$ cat src/rtl/clkctl_guard_pkg.sv
package clkctl_guard_pkg;

    localparam int DATA_W   = 8;
    localparam int WAIT_BIT = 0;
    localparam int LOCK_BIT = 2;

    typedef struct packed {
        logic lock;
        logic one_wait;
    } ctl_fields_t;

    typedef struct packed {
        logic src_ring;
        logic osc_req;
        logic stop_block;
        logic keep_idle;
    } wdt_ctl_t;

    function automatic logic [DATA_W-1:0] pack_view(input ctl_fields_t f);
        logic [DATA_W-1:0] v;
        v           = '0;
        v[WAIT_BIT] = f.one_wait;
        v[LOCK_BIT] = f.lock;
        return v;
    endfunction

    function automatic wdt_ctl_t derive_wdt(input logic lock);
        wdt_ctl_t c;
        c.src_ring   = lock;
        c.osc_req    = lock;
        c.stop_block = lock;
        c.keep_idle  = lock;
        return c;
    endfunction

endpackage

$ cat src/rtl/ctl_access_decode.sv
module ctl_access_decode #(
    parameter int          ADDR_W   = 10,
    parameter logic [ADDR_W-1:0] REG_ADDR = 10'h01E
) (
    input  logic [ADDR_W-1:0] bus_addr,
    input  logic              bus_wr,
    input  logic              unlock_i,
    output logic              hit_o,
    output logic              wr_ok_o
);
    always_comb begin
        hit_o   = (bus_addr == REG_ADDR);
        wr_ok_o = hit_o && bus_wr && unlock_i;
    end
endmodule

$ cat src/rtl/ctl_wait_field.sv
module ctl_wait_field (
    input  logic clk,
    input  logic rst,
    input  logic wr_ok_i,
    input  logic pll_on_i,
    input  logic wdata_i,
    output logic q_o
);
    always_ff @(posedge clk) begin
        if (rst)
            q_o <= 1'b0;
        else if (wr_ok_i && !pll_on_i)
            q_o <= wdata_i;
    end
endmodule

$ cat src/rtl/ctl_lock_field.sv
module ctl_lock_field (
    input  logic clk,
    input  logic rst,
    input  logic wr_ok_i,
    input  logic wdata_i,
    output logic q_o
);
    always_ff @(posedge clk) begin
        if (rst)
            q_o <= 1'b0;
        else if (wr_ok_i && wdata_i)
            q_o <= 1'b1;
    end
endmodule

$ cat src/rtl/clkctl_guard_reg.sv
module clkctl_guard_reg
    import clkctl_guard_pkg::*;
#(
    parameter int          ADDR_W   = 10,
    parameter logic [ADDR_W-1:0] REG_ADDR = 10'h01E
) (
    input  logic              clk,
    input  logic              rst,
    input  logic [ADDR_W-1:0] bus_addr,
    input  logic              bus_wr,
    input  logic [7:0]        bus_wdata,
    input  logic              unlock_i,
    input  logic              pll_on_i,
    output logic [7:0]        rd_data,
    output logic              sfr_one_wait,
    output logic              wdt_src_ring,
    output logic              ring_osc_req,
    output logic              stop_bit_wr_block,
    output logic              wdt_keep_in_idle
);
    logic        hit;
    logic        wr_ok;
    ctl_fields_t fields;
    wdt_ctl_t    wdt_ctl;

    ctl_access_decode #(
        .ADDR_W   (ADDR_W),
        .REG_ADDR (REG_ADDR)
    ) u_dec (
        .bus_addr (bus_addr),
        .bus_wr   (bus_wr),
        .unlock_i (unlock_i),
        .hit_o    (hit),
        .wr_ok_o  (wr_ok)
    );

    ctl_wait_field u_wait (
        .clk      (clk),
        .rst      (rst),
        .wr_ok_i  (wr_ok),
        .pll_on_i (pll_on_i),
        .wdata_i  (bus_wdata[WAIT_BIT]),
        .q_o      (fields.one_wait)
    );

    ctl_lock_field u_lock (
        .clk     (clk),
        .rst     (rst),
        .wr_ok_i (wr_ok),
        .wdata_i (bus_wdata[LOCK_BIT]),
        .q_o     (fields.lock)
    );

    always_comb begin
        wdt_ctl           = derive_wdt(fields.lock);
        rd_data           = hit ? pack_view(fields) : '0;
        sfr_one_wait      = fields.one_wait;
        wdt_src_ring      = wdt_ctl.src_ring;
        ring_osc_req      = wdt_ctl.osc_req;
        stop_bit_wr_block = wdt_ctl.stop_block;
        wdt_keep_in_idle  = wdt_ctl.keep_idle;
    end
endmodule

$ cat config.mk
export PLATFORM = sky130hd
export DESIGN_NAME = clkctl_guard_reg
export DESIGN_NICKNAME = d
export VERILOG_FILES = /design/src/rtl/clkctl_guard_pkg.sv /design/src/rtl/ctl_access_decode.sv /design/src/rtl/ctl_wait_field.sv /design/src/rtl/ctl_lock_field.sv /design/src/rtl/clkctl_guard_reg.sv
export SDC_FILE = /design/constraint.sdc
export NUM_CORES = 1
export LEC_CHECK = 0
export BUFFER_PORTS_ARGS = -buffer_cell sky130_fd_sc_hd__buf_4
export CAP_MARGIN = 20
export CORE_AREA = 2 2 39 41
export CTS_BUF_LIST = sky130_fd_sc_hd__clkbuf_2 sky130_fd_sc_hd__clkbuf_4 sky130_fd_sc_hd__clkbuf_8
export DETAILED_ROUTE_END_ITERATION = 12
export DIE_AREA = 0 0 41 43
export REMOVE_ABC_BUFFERS = 1
export SLEW_MARGIN = 20
export SYNTH_ARGS = -nofsm -noshare
export SYNTH_HDL_FRONTEND = slang
export SYNTH_SLANG_ARGS = --single-unit
$ cat constraint.sdc
create_clock -name clk -period 1.1 [get_ports clk]
set_input_delay 0.055 -clock clk [delete_from_list [all_inputs] [get_ports clk]]
set_output_delay 0.055 -clock clk [all_outputs]
set_load 0.02 [all_outputs]
==> results of run 1 <==
-- cell usage in the layout (no fill, tap or decap) --
master and count:
sky130_fd_sc_hd__nor3_4 1, sky130_fd_sc_hd__buf_4 21, sky130_fd_sc_hd__conb_1 6, sky130_fd_sc_hd__dfxtp_1 2, sky130_fd_sc_hd__inv_1 1, sky130_fd_sc_hd__and2_1 1
sky130_fd_sc_hd__nor4_2 1, sky130_fd_sc_hd__nand2_1 2, sky130_fd_sc_hd__buf_6 3, sky130_fd_sc_hd__or4_4 1, sky130_fd_sc_hd__nand3b_1 1, sky130_fd_sc_hd__clkbuf_4 3
sky130_fd_sc_hd__a22o_1 1, sky130_fd_sc_hd__and4_1 1, sky130_fd_sc_hd__and2_4 1, sky130_fd_sc_hd__nand4b_1 1, sky130_fd_sc_hd__mux2i_1 1, sky130_fd_sc_hd__nand2b_1 1
-- stage by stage --
stage / TNS, ps / hold WS, ps / cell area, um^2 / cells
4_1_cts: -175.8 / 92.27 / 409.1 / 65
2_1_floorplan: -198.0 / 197.1 / 165.2 / 22
3_5_place_dp: -1053 / 330.7 / 365.4 / 62
3_3_place_gp: -959.1 / 320.4 / 365.4 / 62
5_1_grt: -336.5 / 106.7 / 412.9 / 65
6_report: -154.7 / 97.39 / 412.9 / 65
-- worst max-delay path: stages --
cell                     delay, ps
sky130_fd_sc_hd__buf_4         110
sky130_fd_sc_hd__or4_4         530
sky130_fd_sc_hd__nor3_4        160
sky130_fd_sc_hd__and2_1        160
sky130_fd_sc_hd__buf_6         110
-- kinds of logic (layout without fill, tap and decap cells) --
| kind of cell | Yosys count | in the layout | share of synthesized area |
|---|---|---|---|
| flops | 2 | 2 | 0.1871 |
| other cells | 1 | 6 | 0.01753 |
| buf+inv | 10 | 28 | 0.3333 |
| mux | 1 | 1 | 0.04679 |
| compound gates | 1 | 1 | 0.04094 |
| simple gates | 11 | 11 | 0.3743 |
-- layer usage --
| layer | vias up | GRT usage |
|---|---|---|
| met1 | 107 | 0.05431 |
| met5 | - | 0 |
| met2 | 20 | 0.1094 |
| met3 | 0 | 0 |
| met4 | 0 | 0.08000 |
| li1 | 120 | - |
-- flip-flops by register name, summed over array words and instances, names as in the netlist --
signal	flops
u_lock.q_o	1
u_wait.q_o	1
-- repair_timing --
action	in CTS	in global routing
gates cloned	0	0
endpoints found under the setup margin	3	3
resized for setup	5	1
pin swaps	4	0
-- path summary, 6_finish.rpt --
check / to / cells past startpoint
worst max-delay path: rd_data[0] / 5
worst min-delay path: u_wait.q_o / 3
worst max register to register: u_lock.q_o / 1
worst min register to register: u_wait.q_o / 2
-- where the power goes --
group          leakage (nW)  switching (mW)  internal, mW
clock                0.0138          0.0397         0.120
sequential           0.0161       0.0000126        0.0732
combinational         0.185          0.0329        0.0420
-- layout make-up --
class	instances	area, um^2	area share
timing repair buffer	24	191.4	0.4636
multi-input combinational	19	135.1	0.3273
tap	16	20.02	0.04848
inverter	1	3.754	0.009091
sequential	2	40.04	0.09697
clock buffer	3	22.52	0.05455
==> impl_metrics.sql, run 1 <==
INSERT INTO impl_metrics (metric_group, metric, value, unit) VALUES
('status', 'result_of_the_run', 'complete, but fails checks', ''),
('status', 'violations', 'negative setup slack', ''),
('yosys', 'synth_edf_count', '0', ''),
('floorplan', 'die-width', '41', 'um'),
('timing', 'min_period_over_period', '1.071', ''),
('yosys', 'yosys-top-cells-count', '9 x sky130_fd_sc_hd__buf_4, 2 x sky130_fd_sc_hd__and2_1, 2 x sky130_fd_sc_hd__dfxtp_1, 2 x sky130_fd_sc_hd__nand2_1', ''),
('drt', 'ant_nets', '0', ''),
('clock_network', 'postCtsSetupBuffers', '0', ''),
('critical_path', 'timing.critical_path.from', 'bus_addr[6]', ''),
('critical_path', 'cp.required', '1040', 'ps'),
('yosys', 'asyncSetResetFlopFracSynth', '0', ''),
('yosys', 'post_synth_main_area_contributors', 'sky130_fd_sc_hd__buf_4 32%, sky130_fd_sc_hd__dfxtp_1 19%, sky130_fd_sc_hd__and2_1 5.8%, sky130_fd_sc_hd__nor4_2 5.8%, sky130_fd_sc_hd__or4_4 5.3%', ''),
('critical_path', 'crit_path_end_kind', 'primary output', ''),
('critical_path', 'timing.critical_path.from_type', 'input pin', ''),
('critical_path', 'crit_type', 'in -> out', ''),
('clock_network', 'clock_sink_count', '2', ''),
('drt', 'vias', '247', ''),
('drt', 'drt_iter0_markers', '0', ''),
('drt', 'met2_length', '264', 'um'),
('placed_design', 'dp.final_hpwl', '457.4', 'um'),
('drt', 'route.detailed.wl_per_inst', '7.585', 'um'),
('timing', 'worst_slack', '-78.65', 'ps'),
('drt', 'drt_wl_total', '493', 'um'),
('timing', 'finalMaxSlewViolations', '0', ''),
('timing', 'final.min_clock_period', '1179', 'ps'),
('placed_design', 'placement.setup.worst_slack', '-303.4', 'ps'),
('global_route', 'grt_start_max_net_pins', '7', ''),
('yosys', 'synth_top_flop_cell', 'sky130_fd_sc_hd__dfxtp_1', ''),
('placed_design', 'place.gp.congestion', '0.5334', ''),
('pwr', 'finalPower', '308.0', 'uW'),
('final_layout', 'finalNetCount', '74', ''),
('timing', 'skew', '0', 'ps'),
('yosys', 'post_synth_num_cell_types', '15', ''),
('clock_network', 'ctsRootBufferMaster', 'sky130_fd_sc_hd__clkbuf_4', ''),
('clock_network', 'cts.reportedPaths.clkPinSlew', '30', 'ps'),
('floorplan', 'floorplan.die_area', '1763', 'um^2'),
('critical_path', 'worst_r2r_setup_slack', '440', 'ps'),
('drt', 'route.top_layer_used', 'met3', ''),
('floorplan', 'io_pins', '36', ''),
('timing', 'rsz0062_at_grt', 'yes', ''),
('yosys', 'ys_seq_area_frac', '0.1871', ''),
('final_layout', 'area_delta_synth_final', '92.98', '%'),
('drt', 'detailedRoute.firstPassIterationCount', '1', ''),
('drt', 'wl_met3', '77', 'um'),
('yosys', 'netlist_instances', '26', ''),
('critical_path', 'cp.arrival', '1120', 'ps'),
('critical_path', 'worstReg2RegStart', 'u_lock.q_o', ''),
('pwr', 'vdd.ir_drop.worst', '0.2430', 'mV'),
('timing', 'report.final.setup_viol', '2', ''),
('floorplan', 'start_util', '0.1546', ''),
('yosys', 'synth.largest_area_cell', 'sky130_fd_sc_hd__buf_4', ''),
('placed_design', 'port_buffers', '23', ''),
('clock_network', 'worstSkewPairLatency', '220', 'ps'),
('clock_network', 'cts_buffers', '3', ''),
('pwr', 'pwr_density_cell', '745.9', 'nW/um^2'),
('timing', 'timing.fmax', '848.4', 'MHz'),
('global_route', 'via_count_of_the_first_global_routing_pass', '223', ''),
('drt', 'met1_length', '151', 'um'),
('final_layout', 'antennaDiodeCount', '0', ''),
('global_route', 'globalRoute.totalOverflow', '0', ''),
('clock_network', 'cts_htree_levels', '1', ''),
('yosys', 'synth.top_cell.area_share', '0.3158', ''),
('critical_path', 'crit_fanout', '3', ''),
('global_route', 'gr-usage-all-layers', '0.06413', ''),
('yosys', 'yosysWarnings', '0', ''),
('floorplan', 'core_box_area', '1384', 'um^2'),
('drt', 'viasPerCell', '3.800', ''),
('final_layout', 'ratio_of_cells_with_drive_above_1_in_the_final_layout', '0.6327', ''),
('worst_hold_path', 'hold_path_startpoint', 'bus_wdata[0]', ''),
('floorplan', 'placementRows', '14', ''),
('yosys', 'synth_area', '214.0', 'um^2');
Power figures use the tool's default switching activity.
==> run 2: changes to the inputs <==
Settings changed: SETUP_SLACK_MARGIN from default to 0.15.
==> impl_metrics.sql, run 2 (synthesis results as in run 1) <==
INSERT INTO impl_metrics (metric_group, metric, value, unit) VALUES
('global_route', 'via_count_of_the_first_global_routing_pass', '223', ''),
('pwr', 'power.leakage', '0.2289', 'nW'),
('critical_path', 'cp.required', '1040', 'ps'),
('final_layout', 'finalNetCount', '75', ''),
('critical_path', 'crit_fanout', '3', ''),
('run', 'cap_viol_max_count', '0', ''),
('critical_path', 'timing.reg2reg.worst_path_depth', '1', ''),
('final_layout', 'mostFrequentLayoutCell', 'sky130_fd_sc_hd__buf_4', ''),
('critical_path', 'crit_path_end_kind', 'primary output', ''),
('worst_hold_path', 'hold_path_class', 'in -> reg', ''),
('floorplan', 'floorplan.die_area', '1763', 'um^2'),
('timing', 'worst_slack', '-78.48', 'ps'),
('floorplan', 'placementRows', '14', ''),
('placed_design', 'place.gp.congestion', '0.5334', ''),
('clock_network', 'cts.reportedPaths.clkPinSlew', '30', 'ps'),
('global_route', 'globalRoute.totalOverflow', '0', ''),
('timing', 'skew', '0', 'ps'),
('clock_network', 'worstSkewPairLatency', '220', 'ps'),
('clock_network', 'cts_tree', 'yes', ''),
('critical_path', 'crit_type', 'in -> out', ''),
('global_route', 'grt_first_pass_wirelength', '752', 'um'),
('status', 'result_of_the_run', 'complete, but fails checks', ''),
('drt', 'drt_iter0_markers', '0', ''),
('critical_path', 'path_buf_inv', '2', ''),
('timing', 'min_period_over_period', '1.071', ''),
('status', 'violations', 'negative setup slack', ''),
('critical_path', 'cpMaxStageDelayCell', 'sky130_fd_sc_hd__or4_4', ''),
('final_layout', 'final_cell_mix', '22 x sky130_fd_sc_hd__buf_4, 6 x sky130_fd_sc_hd__conb_1, 3 x sky130_fd_sc_hd__clkbuf_4, 3 x sky130_fd_sc_hd__buf_6', ''),
('pwr', 'finalPower', '311.4', 'uW'),
('clock_network', 'cts_buffers', '3', ''),
('floorplan', 'core_box_area', '1384', 'um^2'),
('critical_path', 'timing.critical_path.depth', '5', ''),
('drt', 'route.top_layer_used', 'met3', ''),
('clock_network', 'cts_htree_levels', '1', ''),
('timing', 'finalMaxSlewViolations', '0', ''),
('floorplan', 'io_pins', '36', ''),
('critical_path', 'timing.critical_path.from_type', 'input pin', ''),
('drt', 'drt_wl_total', '501', 'um'),
('critical_path', 'cp.arrival', '1120', 'ps'),
('pwr', 'vdd.ir_drop.worst', '0.2446', 'mV'),
('timing', 'timing.fmax', '848.5', 'MHz'),
('worst_hold_path', 'min_path_cells', '3', ''),
('clock_network', 'clock_sink_count', '2', ''),
('floorplan', 'vert_die_dim', '43', 'um'),
('clock_network', 'ctsHoldBuffers', '0', ''),
('drt', 'met1_length', '156', 'um'),
('placed_design', 'dp.final_hpwl', '457.4', 'um'),
('drt', 'drc', '0', ''),
('placed_design', 'port_buffers', '23', ''),
('clock_network', 'ctsRootBufferMaster', 'sky130_fd_sc_hd__clkbuf_4', ''),
('drt', 'vias', '251', ''),
('critical_path', 'cpLargestDelayFamily', 'simple AND/OR/NAND/NOR gates', ''),
('final_layout', 'area_delta_synth_final', '100.6', '%'),
('global_route', 'grt_start_max_net_pins', '7', ''),
('final_layout', 'biggestRegsByFlops', 'u_lock.q_o: 1 flops, u_wait.q_o: 1 flops', ''),
('critical_path', 'critical_path.cell_chain', 'buf_4 -> or4_4 -> nor3_4 -> and2_1 -> buf_6', ''),
('critical_path', 'critical-path-max-stage-delay', '520', 'ps'),
('drt', 'detailedRoute.firstPassIterationCount', '1', ''),
('drt', 'wl_met3', '77', 'um'),
('timing', 'final.min_clock_period', '1178', 'ps'),
('drt', 'route.detailed.wl_per_inst', '7.591', 'um'),
('floorplan', 'die-width', '41', 'um'),
('drt', 'viasPerCell', '3.803', ''),
('timing', 'rsz0062_at_grt', 'yes', ''),
('global_route', 'initial_antenna_violation_count', '0', ''),
('pwr', 'pwr_density_cell', '725.6', 'nW/um^2'),
('timing', 'hold_ws', '96.82', 'ps'),
('floorplan', 'start_util', '0.1546', ''),
('timing', 'report.final.setup_viol', '2', ''),
('global_route', 'gr-usage-all-layers', '0.06413', ''),
('drt', 'met2_length', '268', 'um'),
('final_layout', 'ratio_of_cells_with_drive_above_1_in_the_final_layout', '0.6400', ''),
('final_layout', 'post-route-util', '0.3101', ''),
('timing', 'final-hold-violation-count', '0', ''),
('drt', 'ant_nets', '0', ''),
('final_layout', 'antennaDiodeCount', '0', ''),
('clock_network', 'cts_buffer_depth', '2', '');
-- run 2: cell types whose count changed in the layout (fill, tap and decap cells not counted) --
cell	change
sky130_fd_sc_hd__buf_4	+1
sky130_fd_sc_hd__nor4_2	-1
sky130_fd_sc_hd__nor4_4	+1
-- run 2: metrics by stage --
| stage | instance area, um^2 | instances | setup TNS (ps) | setup slack, ps |
|---|---|---|---|---|
| 3_3_place_gp | 365.4 | 62 | -959.1 | -271.4 |
| 3_5_place_dp | 365.4 | 62 | -1053 | -303.4 |
| 4_1_cts | 409.1 | 65 | -175.8 | -87.97 |
| 2_1_floorplan | 165.2 | 22 | -198.0 | -103.7 |
| 5_1_grt | 429.2 | 66 | -266.3 | -135.2 |
| 6_report | 429.2 | 66 | -154.9 | -78.48 |
-- run 2: area by class of cell --
| cell class | instances | area, um^2 |
|---|---|---|
| Inverter | 1 | 3.754 |
| Multi-Input combinational cell | 19 | 143.9 |
| Sequential cell | 2 | 40.04 |
| Fill cell | 149 | 954.7 |
| Clock buffer | 3 | 22.52 |
| Timing Repair Buffer | 25 | 198.9 |
| Tap cell | 16 | 20.02 |
-- run 2: routing by layer --
layer	GRT usage	vias up
li1	-	122
met5	0	-
met4	0.08000	0
met3	0	0
met1	0.05431	109
met2	0.1094	20
-- run 2: path summary, 6_finish.rpt --
path	to	slack, ps	from
worst max-delay path	rd_data[0]	-80	bus_addr[6]
worst min register to register	u_wait.q_o	470	u_wait.q_o
worst min-delay path	u_wait.q_o	100	bus_wdata[0]
worst max register to register	u_lock.q_o	440	u_lock.q_o
-- run 2: worst min-delay path, delay by kind of cell --
family,cells,cell delay [ps]
buffers and inverters,1,110
multiplexers,1,60
AND/OR/NAND/NOR,1,40
-- run 2: what timing repair did --
| action | CTS | global route |
|---|---|---|
| setup buffers | 0 | 1 |
| endpoints found under the setup margin | 4 | 4 |
| resized for setup | 5 | 2 |
| pin swaps | 4 | 1 |
-- run 2: where the power goes --
group          internal [mW]  total (mW)  switching [mW]  leakage (nW)
clock                  0.120       0.160          0.0397        0.0138
combinational         0.0433      0.0784          0.0351         0.199
sequential            0.0732      0.0732       0.0000126        0.0161
